--- src/rtl/intc_pkg.sv ---
package intc_pkg;
  localparam int OFF_PEND      = 'h00;
  localparam int OFF_MASK      = 'h04;
  localparam int OFF_SRC_IRQ   = 'h10;
  localparam int OFF_SRC_FIQ   = 'h14;
  localparam int OFF_CTRL      = 'h18;
  localparam int OFF_LINE_BASE = 'h1C;
  localparam int NUM_CLASSES   = 2;  // 0 = normal, 1 = fast

  typedef enum logic [0:0] {
    CLS_IRQ = 1'b0,
    CLS_FIQ = 1'b1
  } int_class_e;
endpackage

--- src/rtl/intc_pending.sv ---
module intc_pending #(
  parameter int NUM_LINES = 32
) (
  input  logic                 clk_i,
  input  logic                 rst_ni,
  input  logic [NUM_LINES-1:0] in_i,
  input  logic [NUM_LINES-1:0] level_i,
  input  logic [NUM_LINES-1:0] sw_set_i,
  input  logic                 wr_en_i,
  input  logic [NUM_LINES-1:0] wr_keep_i,
  input  logic [NUM_LINES-1:0] ack_i,
  output logic [NUM_LINES-1:0] pend_o
);
  logic [NUM_LINES-1:0] in_prev_q, pend_q, rise, fall_lvl, set_v, wr_clr, pend_d;

  assign rise     = in_i & ~in_prev_q;
  assign fall_lvl = level_i & in_prev_q & ~in_i;
  assign set_v    = rise | sw_set_i;
  // active level lines are protected against software clear
  assign wr_clr   = wr_en_i ? ~(wr_keep_i | (in_i & level_i)) : '0;
  assign pend_d   = (pend_q | set_v) & ~fall_lvl & ~wr_clr & ~ack_i;

  always_ff @(posedge clk_i or negedge rst_ni) begin
    if (!rst_ni) begin
      in_prev_q <= '0;
      pend_q    <= '0;
    end else begin
      in_prev_q <= in_i;
      pend_q    <= pend_d;
    end
  end

  assign pend_o = pend_q;

  // an edge line's pending bit only drops through a write or an acknowledge
  a_r3_edge_hold: assert property (@(posedge clk_i) disable iff (!rst_ni)
    1'b1 |=> ((~$past(level_i) & $past(pend_q) & ~pend_q & ~$past(wr_clr | ack_i)) == '0));
  // a falling level input leaves no pending bit unless a new set arrives
  a_r4_level_fall: assert property (@(posedge clk_i) disable iff (!rst_ni)
    1'b1 |=> (($past(fall_lvl & ~set_v) & pend_q) == '0));
  // level line with active input survives a pending write
  a_r5_level_protect: assert property (@(posedge clk_i) disable iff (!rst_ni)
    wr_en_i |=> (($past(level_i & in_i & in_prev_q & pend_q) & ~pend_q) == '0));
endmodule

--- src/rtl/intc_arbiter.sv ---
module intc_arbiter #(
  parameter int NUM_LINES = 32,
  parameter int PRIO_W    = 5,
  parameter int IDX_W     = $clog2(NUM_LINES)
) (
  input  logic [NUM_LINES-1:0]             req_i,
  input  logic [NUM_LINES-1:0][PRIO_W-1:0] prio_i,
  output logic                             any_o,
  output logic [IDX_W-1:0]                 idx_o
);
  logic [PRIO_W:0] best_p;

  // ascending scan with <= gives ties to the higher-numbered line
  always_comb begin
    best_p = {1'b1, {PRIO_W{1'b0}}};
    idx_o  = '0;
    any_o  = 1'b0;
    for (int i = 0; i < NUM_LINES; i++) begin
      if (req_i[i] && ({1'b0, prio_i[i]} <= best_p)) begin
        best_p = {1'b0, prio_i[i]};
        idx_o  = IDX_W'(i);
        any_o  = 1'b1;
      end
    end
    // the winner is a requesting line
    if (any_o) a_r6_winner_valid: assert (req_i[idx_o]);
  end
endmodule

--- src/rtl/intc_out_ctl.sv ---
module intc_out_ctl #(
  parameter int IDX_W = 5
) (
  input  logic             clk_i,
  input  logic             rst_ni,
  input  logic             rearm_i,
  input  logic             any_i,
  input  logic [IDX_W-1:0] idx_i,
  output logic             int_o,
  output logic [IDX_W-1:0] src_o
);
  logic armed_q, int_q;
  logic [IDX_W-1:0] src_q;

  always_ff @(posedge clk_i or negedge rst_ni) begin
    if (!rst_ni) begin
      armed_q <= 1'b1;
      int_q   <= 1'b0;
      src_q   <= '0;
    end else if (rearm_i) begin
      armed_q <= 1'b1;
      int_q   <= 1'b0;
    end else if (armed_q && any_i) begin
      armed_q <= 1'b0;
      int_q   <= 1'b1;
      src_q   <= idx_i;
    end
  end

  assign int_o = int_q;
  assign src_o = src_q;

  a_r7_rearm_drops: assert property (@(posedge clk_i) disable iff (!rst_ni)
    rearm_i |=> !int_o);
  a_r7_hold_high: assert property (@(posedge clk_i) disable iff (!rst_ni)
    (int_o && !rearm_i) |=> int_o);
  a_r7_rise_needs_req: assert property (@(posedge clk_i) disable iff (!rst_ni)
    $rose(int_o) |-> $past(any_i));
  a_r8_src_stable: assert property (@(posedge clk_i) disable iff (!rst_ni)
    !$rose(int_o) |-> $stable(src_o));
endmodule

--- src/rtl/intc_bank.sv ---
module intc_bank
  import intc_pkg::*;
#(
  parameter int NUM_LINES = 32,
  parameter int PRIO_W    = 5,
  parameter int ADDR_W    = 8,
  parameter int DATA_W    = 32
) (
  input  logic                 clk_i,
  input  logic                 rst_ni,
  input  logic [NUM_LINES-1:0] irq_lines_i,
  input  logic                 bus_req_i,
  input  logic                 bus_we_i,
  input  logic [ADDR_W-1:0]    bus_addr_i,
  input  logic [DATA_W-1:0]    bus_wdata_i,
  output logic [DATA_W-1:0]    bus_rdata_o,
  output logic                 irq_o,
  output logic                 fiq_o
);
  localparam int IDX_W   = $clog2(NUM_LINES);
  localparam int OFF_SWS = OFF_LINE_BASE + 4 * NUM_LINES;

  logic wr, rd, aligned, line_hit;
  logic [ADDR_W-1:0] line_off;
  logic [IDX_W-1:0]  line_idx;

  logic [NUM_LINES-1:0]             mask_q, level_q, fiq_q, pend;
  logic [NUM_LINES-1:0][PRIO_W-1:0] prio_q;
  logic [NUM_LINES-1:0]             sw_set, ack, wvec;
  logic [DATA_W-1:0]                rd_val, rdata_q;

  logic [NUM_CLASSES-1:0]            any_w, int_w, rearm_w;
  logic [NUM_CLASSES-1:0][IDX_W-1:0] idx_w, src_w;

  assign wr       = bus_req_i & bus_we_i;
  assign rd       = bus_req_i & ~bus_we_i;
  assign aligned  = (bus_addr_i[1:0] == 2'b00);
  assign line_off = bus_addr_i - ADDR_W'(OFF_LINE_BASE);
  assign line_idx = IDX_W'(line_off >> 2);
  assign line_hit = aligned && (int'(bus_addr_i) >= OFF_LINE_BASE) && (int'(bus_addr_i) < OFF_SWS);
  assign wvec     = bus_wdata_i[NUM_LINES-1:0];

  // configuration and mask registers
  always_ff @(posedge clk_i or negedge rst_ni) begin
    if (!rst_ni) begin
      mask_q  <= '1;
      level_q <= '0;
      fiq_q   <= '0;
      prio_q  <= '0;
    end else if (wr) begin
      if (bus_addr_i == ADDR_W'(OFF_MASK)) mask_q <= wvec;
      if (line_hit) begin
        prio_q[line_idx]  <= bus_wdata_i[PRIO_W+1:2];
        level_q[line_idx] <= bus_wdata_i[1];
        fiq_q[line_idx]   <= bus_wdata_i[0];
      end
    end
  end

  // software trigger: lowest set bit only
  assign sw_set = (wr && bus_addr_i == ADDR_W'(OFF_SWS)) ? (wvec & (~wvec + 1'b1)) : '0;

  // acknowledge on source read, edge lines only
  always_comb begin
    ack = '0;
    if (rd && bus_addr_i == ADDR_W'(OFF_SRC_IRQ)) ack = (NUM_LINES'(1) << src_w[CLS_IRQ]) & ~level_q;
    if (rd && bus_addr_i == ADDR_W'(OFF_SRC_FIQ)) ack = (NUM_LINES'(1) << src_w[CLS_FIQ]) & ~level_q;
  end

  intc_pending #(.NUM_LINES(NUM_LINES)) i_pending (
    .clk_i     (clk_i),
    .rst_ni    (rst_ni),
    .in_i      (irq_lines_i),
    .level_i   (level_q),
    .sw_set_i  (sw_set),
    .wr_en_i   (wr && bus_addr_i == ADDR_W'(OFF_PEND)),
    .wr_keep_i (wvec),
    .ack_i     (ack),
    .pend_o    (pend)
  );

  for (genvar c = 0; c < NUM_CLASSES; c++) begin : g_class
    logic [NUM_LINES-1:0] req;
    assign req        = pend & ~mask_q & ((c == int'(CLS_FIQ)) ? fiq_q : ~fiq_q);
    assign rearm_w[c] = wr && (bus_addr_i == ADDR_W'(OFF_CTRL)) && bus_wdata_i[c];

    intc_arbiter #(.NUM_LINES(NUM_LINES), .PRIO_W(PRIO_W), .IDX_W(IDX_W)) i_arbiter (
      .req_i  (req),
      .prio_i (prio_q),
      .any_o  (any_w[c]),
      .idx_o  (idx_w[c])
    );

    intc_out_ctl #(.IDX_W(IDX_W)) i_out_ctl (
      .clk_i   (clk_i),
      .rst_ni  (rst_ni),
      .rearm_i (rearm_w[c]),
      .any_i   (any_w[c]),
      .idx_i   (idx_w[c]),
      .int_o   (int_w[c]),
      .src_o   (src_w[c])
    );

    // an output never rises without an unmasked request of its class
    a_r9_masked_quiet: assert property (@(posedge clk_i) disable iff (!rst_ni)
      $rose(int_w[c]) |-> ($past(pend & ~mask_q) != '0));
  end

  // read mux
  always_comb begin
    rd_val = '0;
    if (line_hit) begin
      rd_val = DATA_W'({prio_q[line_idx], level_q[line_idx], fiq_q[line_idx]});
    end else begin
      case (int'(bus_addr_i))
        OFF_PEND:    rd_val = DATA_W'(pend);
        OFF_MASK:    rd_val = DATA_W'(mask_q);
        OFF_SRC_IRQ: rd_val = DATA_W'(src_w[CLS_IRQ]);
        OFF_SRC_FIQ: rd_val = DATA_W'(src_w[CLS_FIQ]);
        default:     rd_val = '0;
      endcase
    end
  end

  always_ff @(posedge clk_i or negedge rst_ni) begin
    if (!rst_ni)  rdata_q <= '0;
    else if (rd)  rdata_q <= rd_val;
  end

  assign bus_rdata_o = rdata_q;
  assign irq_o       = int_w[CLS_IRQ];
  assign fiq_o       = int_w[CLS_FIQ];

  // a software trigger sets at most one line
  a_r10_single_set: assert property (@(posedge clk_i) disable iff (!rst_ni)
    $onehot0(sw_set));
endmodule

--- config.mk ---
export PLATFORM = sky130hd
export DESIGN_NAME = intc_bank
export DESIGN_NICKNAME = d
export VERILOG_FILES = /design/src/rtl/intc_pkg.sv /design/src/rtl/intc_pending.sv /design/src/rtl/intc_arbiter.sv /design/src/rtl/intc_out_ctl.sv /design/src/rtl/intc_bank.sv
export SDC_FILE = /design/constraint.sdc
export NUM_CORES = 2
export LEC_CHECK = 0
export BUFFER_PORTS_ARGS = -buffer_cell sky130_fd_sc_hd__buf_2
export CAP_MARGIN = 20
export CORE_MARGIN = 5
export CORE_UTILIZATION = 50
export DETAILED_ROUTE_END_ITERATION = 12
export PLACE_DENSITY_LB_ADDON = 0.25
export SLEW_MARGIN = 20
export SYNTH_ARGS = -nofsm -noshare
export SYNTH_HDL_FRONTEND = slang
export SYNTH_SLANG_ARGS = --single-unit
--- constraint.sdc ---
create_clock -name clk_i -period 72.6 [get_ports clk_i]
set_input_delay 14.52 -clock clk_i [delete_from_list [all_inputs] [get_ports clk_i]]
set_output_delay 14.52 -clock clk_i [all_outputs]
set_load 0.005 [all_outputs]
==> results.ini <==
[synth]
avgSynthCellArea_um2=8.62
seq_area_frac_synth_pct=27.2
synth_edf_count=0
ys_warn_count=0
netlist_instances=3927
syn_nets=4264
syn-cell-area_um2=33800
async_flop_share_pct=100
ys_ff_latch=366
synth.distinct_cells=141
synth-main-ff-cell=dfrtp_1

[layout]
area_growth_pct=8.97
final_area_um2=36900
register_area_um2=9200
layout_commonest_cell=nor2_1
most-common-layout-cells=nor2_1 (395), inv_1 (348), nand2_1 (337), dfrtp_1 (332), mux2_2 (306)
antennaDiodeCount=0
fillers=6201
multi_input_area_um2=22800
nets=4324
layout-drive-gt1-share_pct=19.8

[worst_setup_path]
cp-end-kind=flop
startpoint_type=flop
ff2ff_path_depth=272
critPathMaxStageDelay_ns=0.83
worstPathMaxFanout=13
crit_top_cell=a21oi_1
timing.rr.start=mask_q[0]
worstPathArrival_ns=59.08
timing.rr.end=g_class[1].i_out_ctl.src_o[3]
reg2reg_slack_ns=14.00
slowest_stage=o311ai_1
cp.required_ns=73.08
path_class=flop to flop

[placed_design]
placed_area_um2=35100
port-buffer-count=109
gp_congestion=1.02
hpwl_mm=90.7

[clock_network]
cts_hold_buf=0
clkTransAtPathRegs_ns=0.06
cts_repair_resize_count=0
clock-sinks=366
root_buffer=clkbuf_16
post_cts_buffers=0
clkLatencyLatePin_ns=0.61
cts_tree=done
cts_buffers=46
clockBufferDepth=3
htreeDepth=2

[timing]
slew_viol_final=0
rsz0062_at_grt=no
period_needed_ns=58.60
tns_ns=0
finalSetupViolCount=0
hold_viol=0
skew_ns=0.0178
tightest_slew_ns=1.15
period_share_pct=80.7
max_clock_freq_mhz=17.1
maxSlewHeadroom_pct=23.4

[grt]
grt_max_degree=114
overflow=0
grt_pass1_vias=30000
grt_antenna_before_repair=4
gr-usage-all-layers_pct=31.5
grt_first_pass_wirelength_mm=182

[routing]
drt-vias-per-instance=6.48
postRouteAntennaNets=0
dr.first_iter.drc_count=3217
wirelength_mm=120
avgRoutedWirePerCell_um=24.4
via_count=31800
drc_errors=0
firstDrtPassIters=7

[floorplan]
die_area_um2=73000
die_h_um=270
coreArea_um2=67200
num_rows=95
ios=110
initial_utilization_pct=50.4
dieWidth_um=270

[worst_hold_path]
min_to=g_class[1].i_out_ctl.armed_q
min-delay-start=g_class[1].i_out_ctl.armed_q
hold_path_depth=2
hold_path.class=flop to flop

[run]
maxCapViolCount=0

[outcome]
status=completed

-- state kept, by name, summed over array words and instances, names as in the netlist --
signal                     cells
g_class.i_out_ctl.src_o       10
level_q                       32
fiq_q                         32
i_pending.in_prev_q           32
g_class.i_out_ctl.int_o        2
bus_rdata_o                   32
i_pending.pend_o              32
prio_q                       160
g_class.i_out_ctl.armed_q      2
mask_q                        32
-- routing by layer --
layer  vias up  wire length, um  global-route usage [%]
li1      14600                -                       -
met1     15400            50500                    43.0
met2      1433            53400                    50.0
met3       273            10900                    6.35
met4         4             4880                    11.0
met5         -               27                       0
-- worst max path at each step --
| stage | start | cells after the start | end | slack (ns) |
|---|---|---|---|---|
| final | mask_q[0] | 272 | g_class[1].i_out_ctl.src_o[3] | 14.00 |
| after global routing | i_pending.pend_o[0] | 281 | g_class[0].i_out_ctl.src_o[3] | 8.94 |
| after CTS | mask_q[0] | 268 | g_class[1].i_out_ctl.src_o[3] | 14.52 |
| after detailed placement | mask_q[0] | 267 | g_class[1].i_out_ctl.src_o[3] | 14.72 |
| after global placement | mask_q[0] | 269 | g_class[1].i_out_ctl.src_o[3] | 14.66 |
| after floorplan | mask_q[0] | 266 | g_class[1].i_out_ctl.src_o[3] | 21.93 |
-- area by class of cell --
| type | instances | area share [%] |
|---|---|---|
| clock buffer | 63 | 3.59 |
| clock inverter | 23 | 1.10 |
| inverter | 349 | 3.55 |
| multi-input combinational | 3087 | 61.8 |
| sequential | 366 | 24.9 |
| tap | 873 | 2.96 |
| timing repair buffer | 137 | 2.08 |
-- kinds of logic after synthesis --
family,count (synthesis),share of synthesized area [%]
mux,422,15.9
fa+ha+maj,271,9.95
buf+inv,474,5.60
simple gates,1281,18.8
xor+xnor,22,0.569
compound gates,1091,22.0
flops,366,27.2
-- worst max-delay path, delay by kind of cell (launching register included) --
family                     cells  cell delay, ns
AOI/OAI and AO/OA            124           27.70
and+or+nand+nor               67           10.63
adders and majority gates     35            9.56
muxes                         21            7.64
buffers and inverters         25            2.21
DFF                            1            0.63
-- Yosys cell counts (31+ instances only) --
master / n / share of area [%]
nand3_1: 68 / 1.0
mux2_2: 306 / 10
nand2_1: 338 / 3.7
nand2b_1: 41 / 0.76
dfrtp_1: 332 / 25
a22oi_1: 36 / 0.80
nor3b_1: 33 / 0.73
mux2i_1: 45 / 1.3
nand4_1: 40 / 0.74
dfstp_2: 34 / 2.6
and2_1: 35 / 0.65
a21o_1: 55 / 1.2
o21ai_0: 226 / 3.3
a21oi_1: 280 / 4.1
inv_1: 348 / 3.9
nor2b_1: 39 / 0.72
nor2_1: 395 / 4.4
and3_1: 31 / 0.57
nor3_1: 60 / 0.89
mux4_2: 56 / 3.7
ha_1: 261 / 9.6
o21a_1: 46 / 1.0
a221oi_1: 78 / 2.0
clkbuf_1: 93 / 1.0
o22ai_1: 39 / 0.72
-- metrics by stage --
step	setup slack [ns]	hold slack [ns]	instances	util (%)
6_report	14.00	0.477	4898	54.9
3_5_place_dp	14.72	0.472	4811	52.3
3_3_place_gp	14.66	0.456	4811	52.3
2_1_floorplan	21.93	0.451	3927	-
5_1_grt	8.94	0.499	4898	54.9
4_1_cts	14.52	0.479	4897	54.9
Power is not shown: default switching activity piles up to over one toggle a cycle in this logic, so the estimate is an artifact.
